**config.mk**
```make
export PLATFORM = sky130hd
export DESIGN_NAME = pwm4_ctrl
export DESIGN_NICKNAME = d
export VERILOG_FILES = /design/src/rtl/pwm4_pkg.sv /design/src/rtl/pwm4_regs.sv /design/src/rtl/pwm4_channel.sv /design/src/rtl/pwm4_ctrl.sv
export SDC_FILE = /design/constraint.sdc
export NUM_CORES = 1
export LEC_CHECK = 0
export ABC_CLOCK_PERIOD_IN_PS = 6200
export BUFFER_PORTS_ARGS = -buffer_cell sky130_fd_sc_hd__buf_4
export CORE_ASPECT_RATIO = 1.5
export CORE_UTILIZATION = 32
export CTS_BUF_LIST = sky130_fd_sc_hd__clkbuf_2 sky130_fd_sc_hd__clkbuf_4 sky130_fd_sc_hd__clkbuf_8
export CTS_CLUSTER_SIZE = 20
export DETAILED_ROUTE_END_ITERATION = 8
export PLACE_DENSITY_LB_ADDON = 0.3
export SYNTH_ARGS = -nofsm -noshare
export SYNTH_HDL_FRONTEND = slang
export SYNTH_HIERARCHICAL = 1
export SYNTH_SLANG_ARGS = --single-unit
```
**constraint.sdc**
```tcl
create_clock -name clk -period 6.2 [get_ports clk]
set_clock_uncertainty 0.05 [all_clocks]
set_input_delay 1.86 -clock clk [delete_from_list [all_inputs] [get_ports clk]]
set_output_delay 1.86 -clock clk [all_outputs]
set_load 0.05 [all_outputs]
```
**src/rtl/pwm4_pkg.sv**
```systemverilog
package pwm4_pkg;

  // Bit position where channel ch's divider field starts; channel 0 is highest.
  function automatic int div_lsb(input int nch, input int div_w, input int ch);
    return (nch - 1 - ch) * div_w;
  endfunction

  // Pin level from the duty state and the polarity bit.
  function automatic logic pin_level(input logic active, input logic pol);
    return active ? pol : ~pol;
  endfunction

  // {out, oe} for a level under push-pull (od=0) or open-drain (od=1).
  function automatic logic [1:0] pin_drive(input logic level, input logic od);
    return od ? {1'b0, ~level} : {level, 1'b1};
  endfunction

endpackage

```
**src/rtl/pwm4_regs.sv**
```systemverilog
module pwm4_regs
  import pwm4_pkg::*;
#(
  parameter int NCH    = 4,
  parameter int CNT_W  = 16,
  parameter int DIV_W  = 6,
  parameter int ADDR_W = 6
) (
  input  logic                        clk,
  input  logic                        rst_n,
  input  logic [ADDR_W-1:0]           addr,
  input  logic                        wr,
  input  logic [31:0]                 wdata,
  output logic [31:0]                 rdata,
  output logic [NCH-1:0]              en,
  output logic [NCH-1:0]              pol,
  output logic [NCH-1:0]              od,
  output logic [NCH-1:0][CNT_W-1:0]   period,
  output logic [NCH-1:0][CNT_W-1:0]   duty,
  output logic [NCH-1:0][DIV_W-1:0]   div
);
  localparam int POL_BASE = 8;
  localparam int OD_BASE  = 15;
  localparam int PACK_W   = NCH * DIV_W;
  localparam logic [ADDR_W-1:0] DIV_OFF  = ADDR_W'(4 + 8 * NCH);
  localparam logic [ADDR_W-1:0] CH_FIRST = ADDR_W'(4);
  localparam logic [ADDR_W-1:0] CH_LAST  = ADDR_W'(8 * NCH);

  logic [PACK_W-1:0] div_word;
  logic              hit_ctrl, hit_div, hit_chan, is_period;
  logic              hit_any;
  int                ch_idx;

  always_comb begin
    hit_ctrl  = (addr == '0);
    hit_div   = (addr == DIV_OFF);
    hit_chan  = (addr[1:0] == 2'b00) && (addr >= CH_FIRST) && (addr <= CH_LAST);
    is_period = addr[2];
    ch_idx    = int'((addr - CH_FIRST) >> 3);
    hit_any   = hit_ctrl || hit_div || hit_chan;
  end

  always_ff @(posedge clk or negedge rst_n) begin
    if (!rst_n) begin
      en       <= '0;
      pol      <= '0;
      od       <= '0;
      period   <= '0;
      duty     <= '0;
      div_word <= '0;
    end else if (wr) begin
      if (hit_ctrl) begin
        en  <= wdata[NCH-1:0];
        pol <= wdata[POL_BASE +: NCH];
        od  <= wdata[OD_BASE +: NCH];
      end
      if (hit_div) div_word <= wdata[PACK_W-1:0];
      if (hit_chan) begin
        if (is_period) period[ch_idx] <= wdata[CNT_W-1:0];
        else           duty[ch_idx]   <= wdata[CNT_W-1:0];
      end
    end
  end

  for (genvar g = 0; g < NCH; g++) begin : g_div
    assign div[g] = div_word[div_lsb(NCH, DIV_W, g) +: DIV_W];
  end

  always_comb begin
    rdata = '0;
    if (hit_ctrl) begin
      rdata[NCH-1:0]         = en;
      rdata[POL_BASE +: NCH] = pol;
      rdata[OD_BASE +: NCH]  = od;
    end else if (hit_div) begin
      rdata[PACK_W-1:0] = div_word;
    end else if (hit_chan) begin
      rdata[CNT_W-1:0] = is_period ? period[ch_idx] : duty[ch_idx];
    end
  end

  // a write outside the map leaves every register unchanged
  p_undef_write_r9: assert property (@(posedge clk) disable iff (!rst_n)
    (wr && !hit_any) |=> ($stable(en) && $stable(pol) && $stable(od) &&
                          $stable(period) && $stable(duty) && $stable(div_word)));

endmodule

```
**src/rtl/pwm4_channel.sv**
```systemverilog
module pwm4_channel
  import pwm4_pkg::*;
#(
  parameter int CNT_W = 16,
  parameter int DIV_W = 6
) (
  input  logic             clk,
  input  logic             rst_n,
  input  logic             en,
  input  logic             pol,
  input  logic             od,
  input  logic [CNT_W-1:0] period,
  input  logic [CNT_W-1:0] duty,
  input  logic [DIV_W-1:0] div,
  output logic             pad_out,
  output logic             pad_oe
);
  logic [DIV_W-1:0] div_cnt;
  logic [CNT_W-1:0] per_cnt;
  logic             tick;     // divider reached its limit this cycle
  logic             last;     // period counter at its final state
  logic             active;
  logic             level;

  assign tick   = en && (div_cnt == div);
  assign last   = (period <= CNT_W'(1)) || (per_cnt >= period - CNT_W'(1));
  assign active = en && (per_cnt < duty);
  assign level  = pin_level(active, pol);
  assign {pad_out, pad_oe} = pin_drive(level, od);

  always_ff @(posedge clk or negedge rst_n) begin
    if (!rst_n) begin
      div_cnt <= '0;
      per_cnt <= '0;
    end else if (!en) begin
      div_cnt <= '0;
      per_cnt <= '0;
    end else if (tick) begin
      div_cnt <= '0;
      per_cnt <= last ? '0 : per_cnt + CNT_W'(1);
    end else begin
      div_cnt <= div_cnt + DIV_W'(1);
    end
  end

  // divider never passes its configured limit
  p_div_bound_r4: assert property (@(posedge clk) disable iff (!rst_n)
    (en && $stable(div)) |-> (div_cnt <= div));

  // period counter stays inside the period
  p_per_range_r4: assert property (@(posedge clk) disable iff (!rst_n)
    (en && period >= CNT_W'(2) && $stable(period)) |-> (per_cnt < period));

  // a tick on the last state wraps to zero
  p_wrap_r4: assert property (@(posedge clk) disable iff (!rst_n)
    (tick && last) |=> (per_cnt == '0));

  // enabling starts from a clean count
  p_restart_r6: assert property (@(posedge clk) disable iff (!rst_n)
    $rose(en) |-> (per_cnt == '0 && div_cnt == '0));

  // a disabled channel keeps zero counters
  p_idle_r6: assert property (@(posedge clk) disable iff (!rst_n)
    (!en && $past(!en)) |-> (per_cnt == '0 && div_cnt == '0));

endmodule

```
**src/rtl/pwm4_ctrl.sv**
```systemverilog
module pwm4_ctrl
  import pwm4_pkg::*;
#(
  parameter int NCH    = 4,
  parameter int CNT_W  = 16,
  parameter int DIV_W  = 6,
  parameter int ADDR_W = 6
) (
  input  logic              clk,
  input  logic              rst_n,
  input  logic [ADDR_W-1:0] bus_addr,
  input  logic              bus_wr,
  input  logic [31:0]       bus_wdata,
  output logic [31:0]       bus_rdata,
  output logic [NCH-1:0]    pwm_out,
  output logic [NCH-1:0]    pwm_oe
);
  logic [NCH-1:0]            en, pol, od;
  logic [NCH-1:0][CNT_W-1:0] period, duty;
  logic [NCH-1:0][DIV_W-1:0] div;

  pwm4_regs #(.NCH(NCH), .CNT_W(CNT_W), .DIV_W(DIV_W), .ADDR_W(ADDR_W)) u_regs (
    .clk(clk), .rst_n(rst_n), .addr(bus_addr), .wr(bus_wr), .wdata(bus_wdata),
    .rdata(bus_rdata), .en(en), .pol(pol), .od(od),
    .period(period), .duty(duty), .div(div)
  );

  for (genvar g = 0; g < NCH; g++) begin : g_ch
    pwm4_channel #(.CNT_W(CNT_W), .DIV_W(DIV_W)) u_ch (
      .clk(clk), .rst_n(rst_n), .en(en[g]), .pol(pol[g]), .od(od[g]),
      .period(period[g]), .duty(duty[g]), .div(div[g]),
      .pad_out(pwm_out[g]), .pad_oe(pwm_oe[g])
    );
  end

endmodule

```
==> results.toml <==
[run_status]
status = "finished, final reports clean"

[routing]
drc_violations_left = 0
routed_wl_um = 52000
drt_pre_antenna_iters = 5
drtAntennaViolNets = 0
post_drt_wl_per_cell_um = 21.9
drtIter0Drc = 555
via_count = 12700
drt-vias-per-instance = 5.37

[clock_network]
cts_stage_hold_buffer_count = 0
number_of_buffers_inserted_during_clock_tree_synthesis = 40
cts.path.max_buffers = 3
cts_resized = 0
cts_htree_levels = 2
post-cts-setup-buffers = 0
tritoncts = "done"
root_buffer = "clkbuf_8"
clock_latency_ps = 580
clkTransAtPathRegs_ps = 60
cts_sinks = 252

[die]
initial_utilization_pct = 32.3
core_area_mm2 = 0.0526
die_height_um = 284
io_pins = 81
std_cell_rows = 103
die_area_mm2 = 0.0540
fp.dieW_um = 190

[final_layout]
instances_no_fill = 2370
drive_gt1_share_pct = 27.6
final_core_util_pct = 36.7
area_growth_syn_to_layout_pct = 13.5
layout.cells.most_common = "dfrtp_1"
layout.cells.most_common_list = "dfrtp_1 (252), mux2_2 (190), ha_1 (142), inv_1 (99), xnor2_1 (88)"
design.final.nets = 1841

[sta]
slew_violations = 0
layout_worst_path_cycle_share_pct = 97.4
setup_viol = 0
grt_setup_unrepaired = "false"
max_slew.worst_pin.slew_ps = 1080
layout_setup_ws_ps = 161
timing.slew.headroom_pct = 27.7
min_period_ps = 6040
achievable-frequency_mhz = 166
sum_of_negative_setup_slack_ps = 0
timing_hold_violations_final = 0

[yosys]
synth.yosys.seq_area_share_pct = 37.1
asyncSetResetFlopFracSynth_pct = 100
post-synth-top-area-cell = "dfrtp_1"
synthCells = 1586
post-synth-top-area-fraction_pct = 37.1
synth.yosys.warnings = 6
synth.lib_cells_used.distinct = 72
synth_area_per_cell_um2 = 10.7
most_used_flip_flop_cell_after_synthesis = "dfrtp_1"
post_synthesis_cell_area_mm2 = 0.0170
synth-edff-count = 0
synthTopCellsByArea = "dfrtp_1 (37%), mux2_2 (13%), ha_1 (11%), xnor2_1 (4.5%), xor2_1 (2.5%)"
ys_seq_elements = 252

[pwr]
proportion_of_power_drawn_by_flip_flops_and_latches_pct = 38.5
internal_power_mw = 3.39
power.combinational.fraction_pct = 30.6
clock_group_share_of_total_power_pct = 30.9
max-vdd-ir-drop_uv = 136
power.total_mw = 5.23
power_density_mw_per_mm2 = 271
p_sw_mw = 1.85
fraction_of_power_spent_switching_nets_pct = 35.3
power_leakage_nw = 8.78

[grt]
grt_max_degree = 82
remaining_global_route_overflow = 0
via_count_of_the_first_global_routing_pass = 13400
grt_use_total_pct = 19.5
grt_first_pass_wirelength_um = 79900
initial_antenna_violation_count = 1

[placement]
gp_congestion = 0.883
hpwlAfterDp_um = 40100
dp.cells = 2297
place_worst_setup_slack_ps = 146
port_buffers = 64

[worst_setup_path]
critical_path_required_ps = 4290
critPathMaxFanout = 16
timing.critical_path.to_type = "output pin"
worstSetupStartpointType = "input pin"
crit_arrival_ps = 4130
timing.setup.critical_path_class = "in2out"

[job]
max_cap_violations = 0

[hold_path]
worstHoldPathType = "reg2reg"
registers in the layout, summed over array words and instances, names as in the netlist:
register and cells:
u_regs/en 4, u_regs/div_word 24, u_regs/period 64, u_regs/od 4, g_ch.u_ch/div_cnt 24, u_regs/pol 4, g_ch.u_ch/per_cnt 64, u_regs/duty 64
cells by family (layout without fill, tap and decap cells):
logic type	count (synthesis)	in the layout	synth area share, %
multiplexers	231	231	16.0
XOR/XNOR	138	138	7.22
flip-flops	252	252	37.1
AO/OA/AOI/OAI	201	201	8.44
buffers and inverters	162	256	4.30
AND/OR/NAND/NOR	458	458	16.3
adder cells (fa/ha/maj)	143	143	10.5
other	1	9	0.0221
final cells by class:
cell class | instances | area, um2
antenna | 1 | 2.50
sequential | 252 | 6310
inverter | 100 | 378
tap | 682 | 853
clock buffer | 58 | 754
multi-input combinational | 1179 | 10200
fill | 5204 | 33300
timing repair buffer | 84 | 676
clock inverter | 14 | 156
final timing paths:
kind	from	end	slack [ps]	cells past startpoint
hold / removal	g_ch[0].u_ch/div_cnt[0]	g_ch[0].u_ch/div_cnt[0]	460	1
min in group asynchronous	rst_n	g_ch[1].u_ch/per_cnt[4]	1180	1
setup reg to reg	u_regs/period[2]	g_ch[0].u_ch/per_cnt[14]	1860	12
hold reg to reg	g_ch[0].u_ch/div_cnt[0]	g_ch[0].u_ch/div_cnt[0]	460	1
max in group asynchronous	rst_n	u_regs/period[43]	3760	2
setup / recovery	bus_addr[3]	bus_rdata[4]	160	10
routing by layer:
layer | share of wire [%] | track usage, %
met3 | 4.3 | 3.01
met5 | 0 | 0
met1 | 37 | 21.1
met2 | 52 | 35.1
met4 | 6.9 | 12.6
stage by stage:
stage | area (um2) | hold slack [ps]
global route | 19300 | 470
global placement | 18400 | 449
CTS | 19300 | 460
floorplan | 17200 | 424
detailed placement | 18400 | 451
finish | 19300 | 461
synthesized netlist by cell type, types with 7 or more instances:
library cell	number
dfrtp_1	252
mux2_2	190
ha_1	143
inv_1	100
xnor2_1	88
nor2_1	73
nand2_1	65
nand4_1	57
xor2_1	49
nand3_1	44
nor3_1	31
a21oi_1	30
nor2_2	30
a211oi_1	28
o22ai_1	25
and3_1	23
o21ai_0	22
nor3b_1	19
buf_2	17
nor4_1	17
a21o_1	16
mux2_4	16
mux2i_1	16
clkbuf_1	15
a22oi_1	13
o31ai_1	13
a31oi_1	12
buf_1	12
and2_1	11
nand2b_1	11
nand3b_1	11
buf_4	9
buf_6	9
nor2b_1	9
or4_4	8
and4_1	7
mux4_2	7
nand4_4	7
worst max-delay path, cell delays in order:
cell	delay, ps
buf_4	110
inv_1	90
ha_1	190
buf_4	170
xnor2_4	570
buf_4	270
mux2i_1	190
nand4_1	120
a211oi_2	300
buf_4	250
power by group through the flow:
stage | registers, mW | logic, mW | clock network [mW]
2_1_floorplan | 1.92 | 1.24 | 0
3_3_place_gp | 2.04 | 1.55 | 0
3_5_place_dp | 2.05 | 1.60 | 0
4_1_cts | 2.02 | 1.61 | 1.66
5_1_grt | 2.03 | 1.78 | 1.73
6_report | 2.02 | 1.60 | 1.62
Power figures use the tool's default switching activity.
